File: config.mk
export PLATFORM = sky130hd
export DESIGN_NAME = rtc_sec_core
export DESIGN_NICKNAME = d
export VERILOG_FILES = /design/src/rtl/rtc_pkg.sv /design/src/rtl/rtc_prescaler.sv /design/src/rtl/rtc_wr_post.sv /design/src/rtl/rtc_timekeep.sv /design/src/rtl/rtc_sec_core.sv
export SDC_FILE = /design/constraint.sdc
export NUM_CORES = 1
export LEC_CHECK = 0
export ABC_CLOCK_PERIOD_IN_PS = 5550
export BUFFER_PORTS_ARGS = -buffer_cell sky130_fd_sc_hd__clkbuf_2
export CORE_MARGIN = 5
export CORE_UTILIZATION = 60
export CTS_CLUSTER_DIAMETER = 50
export DETAILED_ROUTE_END_ITERATION = 16
export GPL_TIMING_DRIVEN = 1
export PLACE_DENSITY_LB_ADDON = 0.05
export SYNTH_ARGS = -nofsm -noshare
export SYNTH_HDL_FRONTEND = slang
export SYNTH_SLANG_ARGS = --single-unit
export TNS_END_PERCENT = 1
File: constraint.sdc
create_clock -name clk -period 5.55 [get_ports clk]
set_input_delay 0.555 -clock clk [delete_from_list [all_inputs] [get_ports clk]]
set_output_delay 0.555 -clock clk [all_outputs]
set_load 0.01 [all_outputs]
File: src/rtl/rtc_pkg.sv
package rtc_pkg;

    localparam int unsigned DW = 32;

    // register offsets
    localparam logic [7:0] OFF_CTRL    = 8'h00;
    localparam logic [7:0] OFF_SEC     = 8'h04;
    localparam logic [7:0] OFF_ALARM   = 8'h08;
    localparam logic [7:0] OFF_HOLD    = 8'h34;

    // control word bit positions
    localparam int unsigned B_READY    = 7;
    localparam int unsigned B_SEC_FLG  = 6;
    localparam int unsigned B_SEC_IE   = 5;
    localparam int unsigned B_ALM_FLG  = 4;
    localparam int unsigned B_ALM_IE   = 3;
    localparam int unsigned B_ALM_EN   = 2;
    localparam int unsigned B_RUN      = 0;

    typedef struct packed {
        logic sec_flag;
        logic sec_ie;
        logic alm_flag;
        logic alm_ie;
        logic alm_en;
        logic run;
    } ctrl_t;

    typedef struct packed {
        logic [7:0]    addr;
        logic [DW-1:0] data;
    } post_t;

    function automatic logic [DW-1:0] ctrl_word(ctrl_t c, logic ready);
        logic [DW-1:0] w;
        w            = '0;
        w[B_READY]   = ready;
        w[B_SEC_FLG] = c.sec_flag;
        w[B_SEC_IE]  = c.sec_ie;
        w[B_ALM_FLG] = c.alm_flag;
        w[B_ALM_IE]  = c.alm_ie;
        w[B_ALM_EN]  = c.alm_en;
        w[B_RUN]     = c.run;
        return w;
    endfunction

    function automatic logic flag_next(logic cur, logic hw_set, logic wr, logic keep);
        return hw_set | (cur & (~wr | keep));
    endfunction

endpackage

File: src/rtl/rtc_prescaler.sv
module rtc_prescaler #(
    parameter int unsigned TICKS_PER_SEC = 32768
) (
    input  logic clk,
    input  logic rst,
    input  logic tick_en,
    input  logic run,
    input  logic restart,
    output logic sec_pulse
);
    localparam int unsigned PW = (TICKS_PER_SEC > 2) ? $clog2(TICKS_PER_SEC) : 1;
    localparam logic [PW-1:0] LAST = PW'(TICKS_PER_SEC - 1);

    logic [PW-1:0] cnt;
    logic          wrap;

    assign wrap      = (cnt == LAST);
    assign sec_pulse = tick_en && run && wrap && !restart;

    always_ff @(posedge clk) begin
        if (rst || restart) begin
            cnt <= '0;
        end else if (tick_en && run) begin
            cnt <= wrap ? '0 : cnt + PW'(1);
        end
    end
endmodule

File: src/rtl/rtc_wr_post.sv
module rtc_wr_post
    import rtc_pkg::*;
#(
    parameter int unsigned ADDR_W    = 8,
    parameter int unsigned WR_CYCLES = 4
) (
    input  logic              clk,
    input  logic              rst,
    input  logic              we,
    input  logic [ADDR_W-1:0] addr,
    input  logic [DW-1:0]     wdata,
    output logic              ready,
    output logic              commit,
    output post_t             pend
);
    localparam int unsigned CW = $clog2(WR_CYCLES + 1);

    logic [CW-1:0] busy;

    assign ready  = (busy == '0);
    assign commit = (busy == CW'(1));

    always_ff @(posedge clk) begin
        if (rst) begin
            busy <= '0;
            pend <= '0;
        end else if (we && ready) begin
            busy      <= CW'(WR_CYCLES);
            pend.addr <= 8'(addr);
            pend.data <= wdata;
        end else if (!ready) begin
            busy <= busy - CW'(1);
        end
    end
endmodule

File: src/rtl/rtc_timekeep.sv
module rtc_timekeep
    import rtc_pkg::*;
(
    input  logic          clk,
    input  logic          rst,
    input  logic          sec_pulse,
    input  logic          ld_sec,
    input  logic          ld_alarm,
    input  logic          ld_ctrl,
    input  logic [DW-1:0] wdata,
    output logic [DW-1:0] seconds,
    output logic [DW-1:0] alarm,
    output ctrl_t         ctrl
);
    logic [DW-1:0] sec_inc;
    logic          alm_hit;

    assign sec_inc = seconds + DW'(1);
    assign alm_hit = sec_pulse && ctrl.alm_en && (sec_inc == alarm);

    always_ff @(posedge clk) begin
        if (rst) begin
            seconds <= '0;
            alarm   <= '0;
            ctrl    <= '0;
        end else begin
            if (ld_sec)         seconds <= wdata;
            else if (sec_pulse) seconds <= sec_inc;
            if (ld_alarm)       alarm   <= wdata;
            if (ld_ctrl) begin
                ctrl.run    <= wdata[B_RUN];
                ctrl.alm_en <= wdata[B_ALM_EN];
                ctrl.alm_ie <= wdata[B_ALM_IE];
                ctrl.sec_ie <= wdata[B_SEC_IE];
            end
            ctrl.sec_flag <= flag_next(ctrl.sec_flag, sec_pulse, ld_ctrl, wdata[B_SEC_FLG]);
            ctrl.alm_flag <= flag_next(ctrl.alm_flag, alm_hit,   ld_ctrl, wdata[B_ALM_FLG]);
        end
    end
endmodule

File: src/rtl/rtc_sec_core.sv
module rtc_sec_core
    import rtc_pkg::*;
#(
    parameter int unsigned ADDR_W        = 8,
    parameter int unsigned TICKS_PER_SEC = 32768,
    parameter int unsigned WR_CYCLES     = 4
) (
    input  logic              clk,
    input  logic              rst,
    input  logic              tick_en,
    input  logic [ADDR_W-1:0] bus_addr,
    input  logic              bus_we,
    input  logic [DW-1:0]     bus_wdata,
    output logic [DW-1:0]     bus_rdata,
    output logic              irq
);
    logic          wr_ready;
    logic          commit;
    post_t         pend;
    logic          ld_sec, ld_alarm, ld_ctrl, ld_hold;
    logic          sec_pulse;
    logic [DW-1:0] seconds, alarm, hold;
    ctrl_t         ctrl;

    rtc_wr_post #(.ADDR_W(ADDR_W), .WR_CYCLES(WR_CYCLES)) u_post (
        .clk(clk), .rst(rst), .we(bus_we), .addr(bus_addr), .wdata(bus_wdata),
        .ready(wr_ready), .commit(commit), .pend(pend)
    );

    assign ld_ctrl  = commit && (pend.addr == OFF_CTRL);
    assign ld_sec   = commit && (pend.addr == OFF_SEC);
    assign ld_alarm = commit && (pend.addr == OFF_ALARM);
    assign ld_hold  = commit && (pend.addr == OFF_HOLD);

    rtc_prescaler #(.TICKS_PER_SEC(TICKS_PER_SEC)) u_presc (
        .clk(clk), .rst(rst), .tick_en(tick_en), .run(ctrl.run),
        .restart(ld_sec), .sec_pulse(sec_pulse)
    );

    rtc_timekeep u_tk (
        .clk(clk), .rst(rst), .sec_pulse(sec_pulse), .ld_sec(ld_sec),
        .ld_alarm(ld_alarm), .ld_ctrl(ld_ctrl), .wdata(pend.data),
        .seconds(seconds), .alarm(alarm), .ctrl(ctrl)
    );

    always_ff @(posedge clk) begin
        if (rst)          hold <= '0;
        else if (ld_hold) hold <= pend.data;
    end

    always_comb begin
        unique case (8'(bus_addr))
            OFF_CTRL:  bus_rdata = ctrl_word(ctrl, wr_ready);
            OFF_SEC:   bus_rdata = seconds;
            OFF_ALARM: bus_rdata = alarm;
            OFF_HOLD:  bus_rdata = hold;
            default:   bus_rdata = '0;
        endcase
    end

    assign irq = (ctrl.sec_flag && ctrl.sec_ie) || (ctrl.alm_flag && ctrl.alm_ie);
endmodule

; Yosys cells after proc, flatten, opt, wreduce, memory -nomap -nowiden
; Cells that the tools add are included.
[word_totals]
register_bits = 160
inputBits = 44
output_inout_bits = 33
word_cells = 60
[op_classes]
addsub = 3
n_eq_ne = 10
mux = 6
bitwise = 7
n_reduce_logical = 20
[op_table]
columns = cell, n
row1 = 32-bit case mux with 4 select lines, 1
row2 = 32-bit two-way mux, 2
row3 = 32-bit by 1-bit adder with 32-bit output (second input constant), 1
row4 = 32-bit == test, 1
row5 = 8-bit by 3-bit == test with 1-bit output (second input constant), 2
row6 = 8-bit by 4-bit == test with 1-bit output (second input constant), 2
row7 = 8-bit by 6-bit == test with 1-bit output (second input constant), 2
row8 = 8-bit zero test, 2
row9 = 15-bit by 1-bit adder with 15-bit output (second input constant), 1
row10 = 15-bit == test (second input constant), 1
row11 = 15-bit two-way mux, 1
row12 = 1-bit logical AND, 12
row13 = 3-bit two-way mux, 2
row14 = 1-bit bitwise OR, 4
row15 = 3-bit by 1-bit == test with 1-bit output (second input constant), 1
row16 = 3-bit zero test, 1
row17 = 3-bit by 1-bit subtractor with 3-bit output (second input constant), 1
row18 = 1-bit bitwise AND, 2
row19 = 1-bit logical OR, 2
row20 = 2-bit != test (second input constant), 1
row21 = 2-bit nonzero test, 1
row22 = 2-bit OR reduction, 1
row23 = 1-bit zero test, 1
row24 = 1-bit NOT, 1

; Depth between registers and ports, before layout
; Gate-level depths: netlist of run 1.
[logic_depth]
depth_word = 7
mapped_depth = 10

; By module
; A second synthesis of run 1 with hierarchy kept.
[unflattened]
hier_cells = 1048
hier_area_um2 = 8725.9
[modules_own_cells]
columns = mod, n_inst, cells_per_inst, area_per_inst_um2, seq_area_each_um2
row1 = rtc_timekeep, 1, 495, 4071.4, 1401.3
row2 = rtc_sec_core, 1, 274, 2363.5, 640.6
row3 = rtc_wr_post, 1, 195, 1591.5, 860.8
row4 = rtc_prescaler, 1, 84, 699.4, 300.3

; Worst setup path after synthesis of run 1
; Ideal clock, no wire load.
[synth_path]
path_kind = input-to-output
start = input bus_addr[7]
end = output bus_rdata[27]
t_arrival_ns = 2.226
required_time_ns = 4.995
path_slack_ns = 2.769
cell_stages = 6
n_path_buf = 1
path_cell_list = or4_1 or4_1 nor2_1 clkbuf_1 a222oi_1 inv_1
[synth_between]
elab_chain_cells = 2
[synth_rtl]
columns = element, line
row1 = "start, declared", rtc_sec_core.sv:11  ; input logic [ADDR_W-1:0] bus_addr,
row2 = 8-bit by 6-bit == test with 1-bit output (tied with other cells), rtc_sec_core.sv:52  ; unique case (8'(bus_addr))
row3 = 32-bit case mux with 4 select lines *, rtc_sec_core.sv:52
row4 = "end, declared", rtc_sec_core.sv:14  ; output logic [DW-1:0] bus_rdata,
; Mark *: on every way between the ends. The rest lies on a longest branch, timed or not.

; Final worst setup path of run 1
[layout_path]
start = input bus_addr[7]
end = output bus_rdata[1]
; Same word-level chain as after synthesis.

==> impl_metrics.toml, run 1 <==
[critical_path]
critPathMaxStageDelay_ns = 0.62
regToRegSetupSlack_ns = 2.23
r2r_start = "u_tk.seconds[2]"
cp_top_family = "simple AND/OR/NAND/NOR gates"
crit_chain = "clkbuf_2 -> or4_1 -> or4_1 -> nor2_2 -> buf_4 -> a222oi_1 -> inv_1 -> clkbuf_2"
rr_endpoint = "u_tk.ctrl[3]"
reg2regPathDepth = 7
crit_required_ns = 4.99
critical_path.max_fanout = 18
cp_num_buf_inv = 4
crit_path_top_delay_cell = "nor2_2"
critical_path_class = "in -> out"
worst_setup_path_start_kind = "input port"
cp-end-kind = "output pin"
cp.arrival_ns = 3.03

[die]
row_count = 42
die_h_um = 125.0
initial_core_util_pct = 60.67
die_area_um2 = 15630
die-width_um = 125.0
coreArea_um2 = 13090
io_pins = 77

[synthesis]
synth_mux_area_share_pct = 4.791
synth_area_um2 = 7939
synth_edf_count = 0
async_reset_ff_share_pct = 0
netlist-cell-type-count = 55
syn_inst = 997
yosysSeqAreaShare_pct = 40.35
synthSimpleGateAreaFrac_pct = 24.19
synth_ff_type = "dfxtp_1"
synth_warnings = 0
synth_top_family_by_area = "simple AND/OR/NAND/NOR gates"
synth_xor_area_share_pct = 9.157
syn_nets = 1046
synth.avg_cell_area_um2 = 7.963
synth_seq_cells = 160
synth_compound_area_share_pct = 14.99
yosys.area_share.adder_pct = 0.7880

[final_layout]
area_delta_synth_final_pct = 12.20
final_nets = 1076
layout_common_cells = "nand2_1, dfxtp_1, nor2_1, a21oi_1, clkbuf_2"
final_layout_size_suffix_gt1_share_pct = 12.40
layout_commonest_cell = "nand2_1"
diodes = 0

[sta]
rsz0062_at_grt = "false"
period_minus_slack_ns = 3.587
worstMarginPinSlew_ns = 1.158
setup_slack_ns = 1.963
maxSlewHeadroom_pct = 22.13
final_hold_viol_count = 0
maxSlewViolCount = 0
fmax_ghz = 0.2788
period_share_pct = 64.62
setup_viol = 0
finalSetupTns_ns = 0
finClkSkew_ns = 0.007934
whs_ns = 0.3423

[power_and_ir_drop]
p_int_w = 0.002065
pwr-share-seq_pct = 46.7
swShare_pct = 27.66
power.leakage_nw = 3.691
p_switching_w = 0.0007893
p_per_area_nw_per_um2 = 320.4
share_comb_of_total_power_pct = 12.2
p_clk_share_pct = 41.0
peakVddDrop_mv = 0.3059

[grt]
grt_remaining_overflow = 0
grt_pass1_vias = 6811
grt_pass1_wl_um = 34030
grt_start_max_net_pins = 90
antenna_found_initial = 0
grt_usage_pct = 26.14

[placement]
gp_congestion = 0.8904
post-place-ws_ns = 1.997
port-buffer-count = 76
dp.final_hpwl_um = 13400

[min_path]
hp-class = "in -> reg"
min_delay_worst_endpoint = "u_post.pend[27]"
min_path_cells = 3
min-delay-start = "bus_wdata[27]"

[clock_network]
cts_buffers = 17
cts.clk_slew.worst_paths_ns = 0.06
cts-root-buf = "clkbuf_16"
clk_latency_ns = 0.43
cts_setup_buffers = 0
clock_path_buffers = 2
cts_tree = "built"
cts.sinks = 160
hold_buffers = 0
cts_max_level = 4
ctsResizeCount = 0

[detailed_routing]
vias = 7191
ant_nets = 0
wl_per_cell_um = 16.74
drtIter0Drc = 871
viasPerCell = 5.914
post-route-drc-count = 0
dr.pass1.iters = 6
wl_um = 20360

[outcome]
status = "finished clean"

[flow_run]
drv_cap = 0
-- state kept, by name (all words and copies together) (netlist names) --
signal        cells
u_presc.cnt      15
u_tk.alarm       32
u_tk.seconds     32
u_post.pend      40
hold             32
u_post.busy       3
u_tk.ctrl         6
-- kinds of logic after synthesis --
kind of cell,Yosys count
and+or+nand+nor,422
DFF,160
muxes,38
adders and majority gates,5
AOI/OAI and AO/OA,175
xor gates and xnor gates,83
buffers and inverters,114
-- power by group through the flow --
stage | registers [W] | logic, W | clock network (W)
CTS | 0.00133 | 0.000353 | 0.00118
global placement | 0.00135 | 0.000340 | 0
floorplan | 0.00131 | 0.000270 | 0
finish | 0.00133 | 0.000349 | 0.00117
global route | 0.00134 | 0.000393 | 0.00124
detailed placement | 0.00135 | 0.000346 | 0
-- worst max path at each step --
stage                            from             to  slack, ns  cells after the start
after detailed placement  bus_addr[7]   bus_rdata[1]       2.00                      8
after CTS                 bus_addr[7]   bus_rdata[1]       1.98                      8
final                     bus_addr[7]   bus_rdata[1]       1.96                      8
after global routing      bus_addr[7]  bus_rdata[12]       1.83                      8
after floorplan           bus_addr[7]  bus_rdata[27]       2.77                      6
after global placement    bus_addr[7]   bus_rdata[1]       2.03                      8
-- metrics by stage --
| stage | utilization [%] | area, um2 | cells | power [W] |
|---|---|---|---|---|
| after detailed placement | 63.63 | 8325 | 1184 | 0.001700 |
| after global placement | 63.63 | 8325 | 1184 | 0.001694 |
| after global routing | 68.07 | 8907 | 1216 | 0.002972 |
| after CTS | 68.07 | 8907 | 1216 | 0.002863 |
| final | 68.07 | 8907 | 1216 | 0.002854 |
| after floorplan | - | 7939 | 997 | 0.001584 |
-- synth_stat cells, drive strengths merged (2+ instances only) --
| library cell | number | area (um2) |
|---|---|---|
| and3 | 5 | 31.28 |
| or4 | 4 | 33.78 |
| a311oi | 7 | 61.31 |
| clkbuf | 58 | 219.0 |
| or2 | 2 | 12.51 |
| ha | 5 | 62.56 |
| mux2i | 38 | 380.4 |
| a21oi | 78 | 390.4 |
| nand4 | 23 | 156.4 |
| dfxtp | 160 | 3203 |
| xnor2 | 51 | 446.7 |
| buf | 18 | 93.85 |
| o31a | 2 | 17.52 |
| nor2 | 103 | 386.6 |
| and4b | 2 | 20.02 |
| nand2 | 202 | 760.7 |
| and2 | 7 | 43.79 |
| a31oi | 2 | 12.51 |
| or3 | 10 | 62.56 |
| nor2b | 3 | 18.77 |
| inv | 38 | 142.6 |
| nor3 | 21 | 110.1 |
| nor4 | 9 | 92.59 |
| and4 | 3 | 26.28 |
| xor2 | 32 | 280.3 |
| o2111ai | 2 | 17.52 |
| a211oi | 28 | 210.2 |
| o21ai | 14 | 70.06 |
| a41oi | 2 | 17.52 |
| nand3 | 19 | 95.09 |
| a222oi | 32 | 320.3 |
| nor4b | 2 | 17.52 |
| nand2b | 3 | 18.77 |
-- worst register-to-register path, stage by stage, from the launching register on --
cell and delay, ns:
dfxtp_1 0.53, nand3_1 0.46, nor4_2 1.12, nand4_1 0.29, xnor2_1 0.21, a2111oi_2 0.36
nand4_1 0.15, o21ai_1 0.14
-- layer usage --
layer	GRT usage (%)	part of all wire, %	vias to the layer above
met5	0	0	-
met3	5.117	6.2	31
met4	8.610	1.5	0
met1	36.12	45	3419
li1	-	-	3515
met2	41.35	47	226
-- cell type report --
class                   instances  area, um2
clock buffers                  22      444.2
clock inverters                10      137.6
fillers                      1143       4178
inverters                      38      142.6
multi-input cells             723       4294
flip-flops and latches        160       3203
well taps                     176      220.2
repair buffers                 87      465.4
(Power assumes the default switching activity.)
==> inputs of run 2 (changes only) <==
--- a/config.mk
+++ b/config.mk
@@ -5,10 +5,10 @@
 export SDC_FILE = /design/constraint.sdc
 export NUM_CORES = 1
 export LEC_CHECK = 0
-export ABC_CLOCK_PERIOD_IN_PS = 5550
+export ABC_CLOCK_PERIOD_IN_PS = 3400
 export BUFFER_PORTS_ARGS = -buffer_cell sky130_fd_sc_hd__clkbuf_2
 export CORE_MARGIN = 5
-export CORE_UTILIZATION = 60
+export CORE_UTILIZATION = 59
 export CTS_CLUSTER_DIAMETER = 50
 export DETAILED_ROUTE_END_ITERATION = 16
 export GPL_TIMING_DRIVEN = 1
==> constraint.sdc (replaced) <==
create_clock -name clk -period 3.4 [get_ports clk]
set_input_delay 0.34 -clock clk [delete_from_list [all_inputs] [get_ports clk]]
set_output_delay 0.34 -clock clk [all_outputs]
set_load 0.01 [all_outputs]
==> run 2 against run 1 <==
- die area is 1.6% higher
- worst setup slack worse by 1.3 ns
- sequential share of layout area is 0.44 points lower
- clock skew is 0.0038 ns higher
- combinational power is 67% higher
- worst hold slack worse by 0.22 ns
- cell count is 0.66% higher
- clock-buffer cell count is 2 lower
- critical path type unchanged
- routed wire length is 0.84% higher
- utilization hardly changed
- global-route usage is 0.15 points lower
- largest power group unchanged
==> impl_metrics.toml, run 2 (synthesis results as in run 1) <==
[min_path]
hp-class = "in -> reg"

[detailed_routing]
wl_per_cell_um = 16.77
viasPerCell = 5.834
vias = 7141
ant_nets = 0
drtIter0Drc = 611
post-route-drc-count = 0
wl_um = 20530
dr.pass1.iters = 7

[final_layout]
layout_commonest_cell = "nand2_1"
fillers = 1172
final_nets = 1084
area_delta_synth_final_pct = 13.60
ff_latch_area_um2 = 3203
multi_input_area_um2 = 4294
layout_common_cells = "nand2_1, dfxtp_1, nor2_1, a21oi_1, clkbuf_2"
final_layout_size_suffix_gt1_share_pct = 13.26
largest_reg_flops = 40
top_register = "u_post.pend"
diodes = 0

[critical_path]
crit_required_ns = 3.06
critical_path_class = "in -> out"
critical_path.max_fanout = 7
worst_setup_path_start_kind = "input port"
cp.arrival_ns = 2.41
cp-end-kind = "output pin"
regToRegSetupSlack_ns = 0.73

[grt]
grt_start_max_net_pins = 90
grt_pass1_wl_um = 33890
grt_use_met2_pct = 42.75
met3_usage_pct = 4.996
grtUsageMet1_pct = 34.60
grt_remaining_overflow = 0
antenna_found_initial = 0
grt_usage_pct = 26.00
grt_pass1_vias = 6663
top_usage_layer = "met2"

[die]
die_area_um2 = 15880
die_h_um = 126
coreArea_um2 = 13240
io_pins = 77
row_count = 42
initial_core_util_pct = 59.95
die-width_um = 126

[sta]
rsz0062_at_grt = "false"
fmax_ghz = 0.3636
maxSlewHeadroom_pct = 52.89
finalSetupTns_ns = 0
finClkSkew_ns = 0.01174
period_share_pct = 80.88
maxSlewViolCount = 0
setup_viol = 0
worstMarginPinSlew_ns = 0.7049
whs_ns = 0.1264
period_minus_slack_ns = 2.750
final_hold_viol_count = 0

[placement]
gp_congestion = 0.8724
port-buffer-count = 76
dp.final_hpwl_um = 13360

[power_and_ir_drop]
power.leakage_nw = 3.754
peakVddDrop_mv = 0.5678
p_per_area_nw_per_um2 = 529.2

[clock_network]
cts_setup_buffers = 0
cts_tree = "built"
cts.sinks = 160
cts-root-buf = "clkbuf_16"
clock_path_buffers = 2
ctsResizeCount = 0
clk_latency_ns = 0.43
cts.clk_slew.worst_paths_ns = 0.06
cts_max_level = 4
hold_buffers = 0
cts_buffers = 17

[flow_run]
drv_cap = 0

[outcome]
status = "finished clean"
-- run 2: changes by cell type in the layout (fill, tap and decap cells not counted) --
cell	before	now
bufinv_16	3	4
clkinv_4	2	3
clkbuf_1	5	3
clkinv_2	3	1
buf_12	0	1
buf_4	12	19
inv_6	0	2
-- run 2: final timing paths --
path                                 startpoint              end  depth (start not counted)
worst max-delay path                bus_addr[7]     bus_rdata[6]                          7
worst min-delay path               bus_wdata[6]   u_post.pend[6]                          3
worst max register to register   u_presc.cnt[8]  u_tk.seconds[8]                          6
worst min register to register  u_post.pend[32]  u_post.pend[32]                          2
-- run 2: area by class of cell --
cell class	instances	share of cell area, %
Inverter	38	1.582
Multi-Input combinational cell	723	47.61
Clock inverter	12	2.039
Clock buffer	20	4.842
Timing Repair Buffer	95	5.966
Sequential cell	160	35.52
Tap cell	176	2.442
-- run 2: where the power goes --
| part | internal, W | switching (W) | total (W) |
|---|---|---|---|
| clock | 0.00124 | 0.000784 | 0.00202 |
| combinational | 0.000219 | 0.000365 | 0.000584 |
| sequential | 0.00201 | 0.000158 | 0.00217 |
-- run 2: stage by stage --
stage / std cells / setup WS, ns / power [W] / area [um2] / util, %
after floorplan: 997 / 1.036 / 0.002586 / 7939 / -
after global placement: 1192 / 0.6574 / 0.002777 / 8398 / 63.42
after detailed placement: 1192 / 0.6446 / 0.002788 / 8398 / 63.42
after CTS: 1224 / 0.6434 / 0.004800 / 9019 / 68.10
after global routing: 1224 / 0.5050 / 0.004972 / 9019 / 68.10
final: 1224 / 0.6499 / 0.004772 / 9019 / 68.10
-- run 2: critical path, stage by stage --
cell	delay, ns
clkbuf_2	0.10
or4_1	0.55
or4_1	0.45
nor2_1	0.52
a222oi_1	0.23
nand2_1	0.09
clkbuf_2	0.12
-- run 2: routing by layer --
metal / vias up / part of all wire [%]
met4: 0 / 1.7
met5: - / 0
met2: 207 / 48
met1: 3369 / 45
li1: 3533 / -
met3: 32 / 5.3
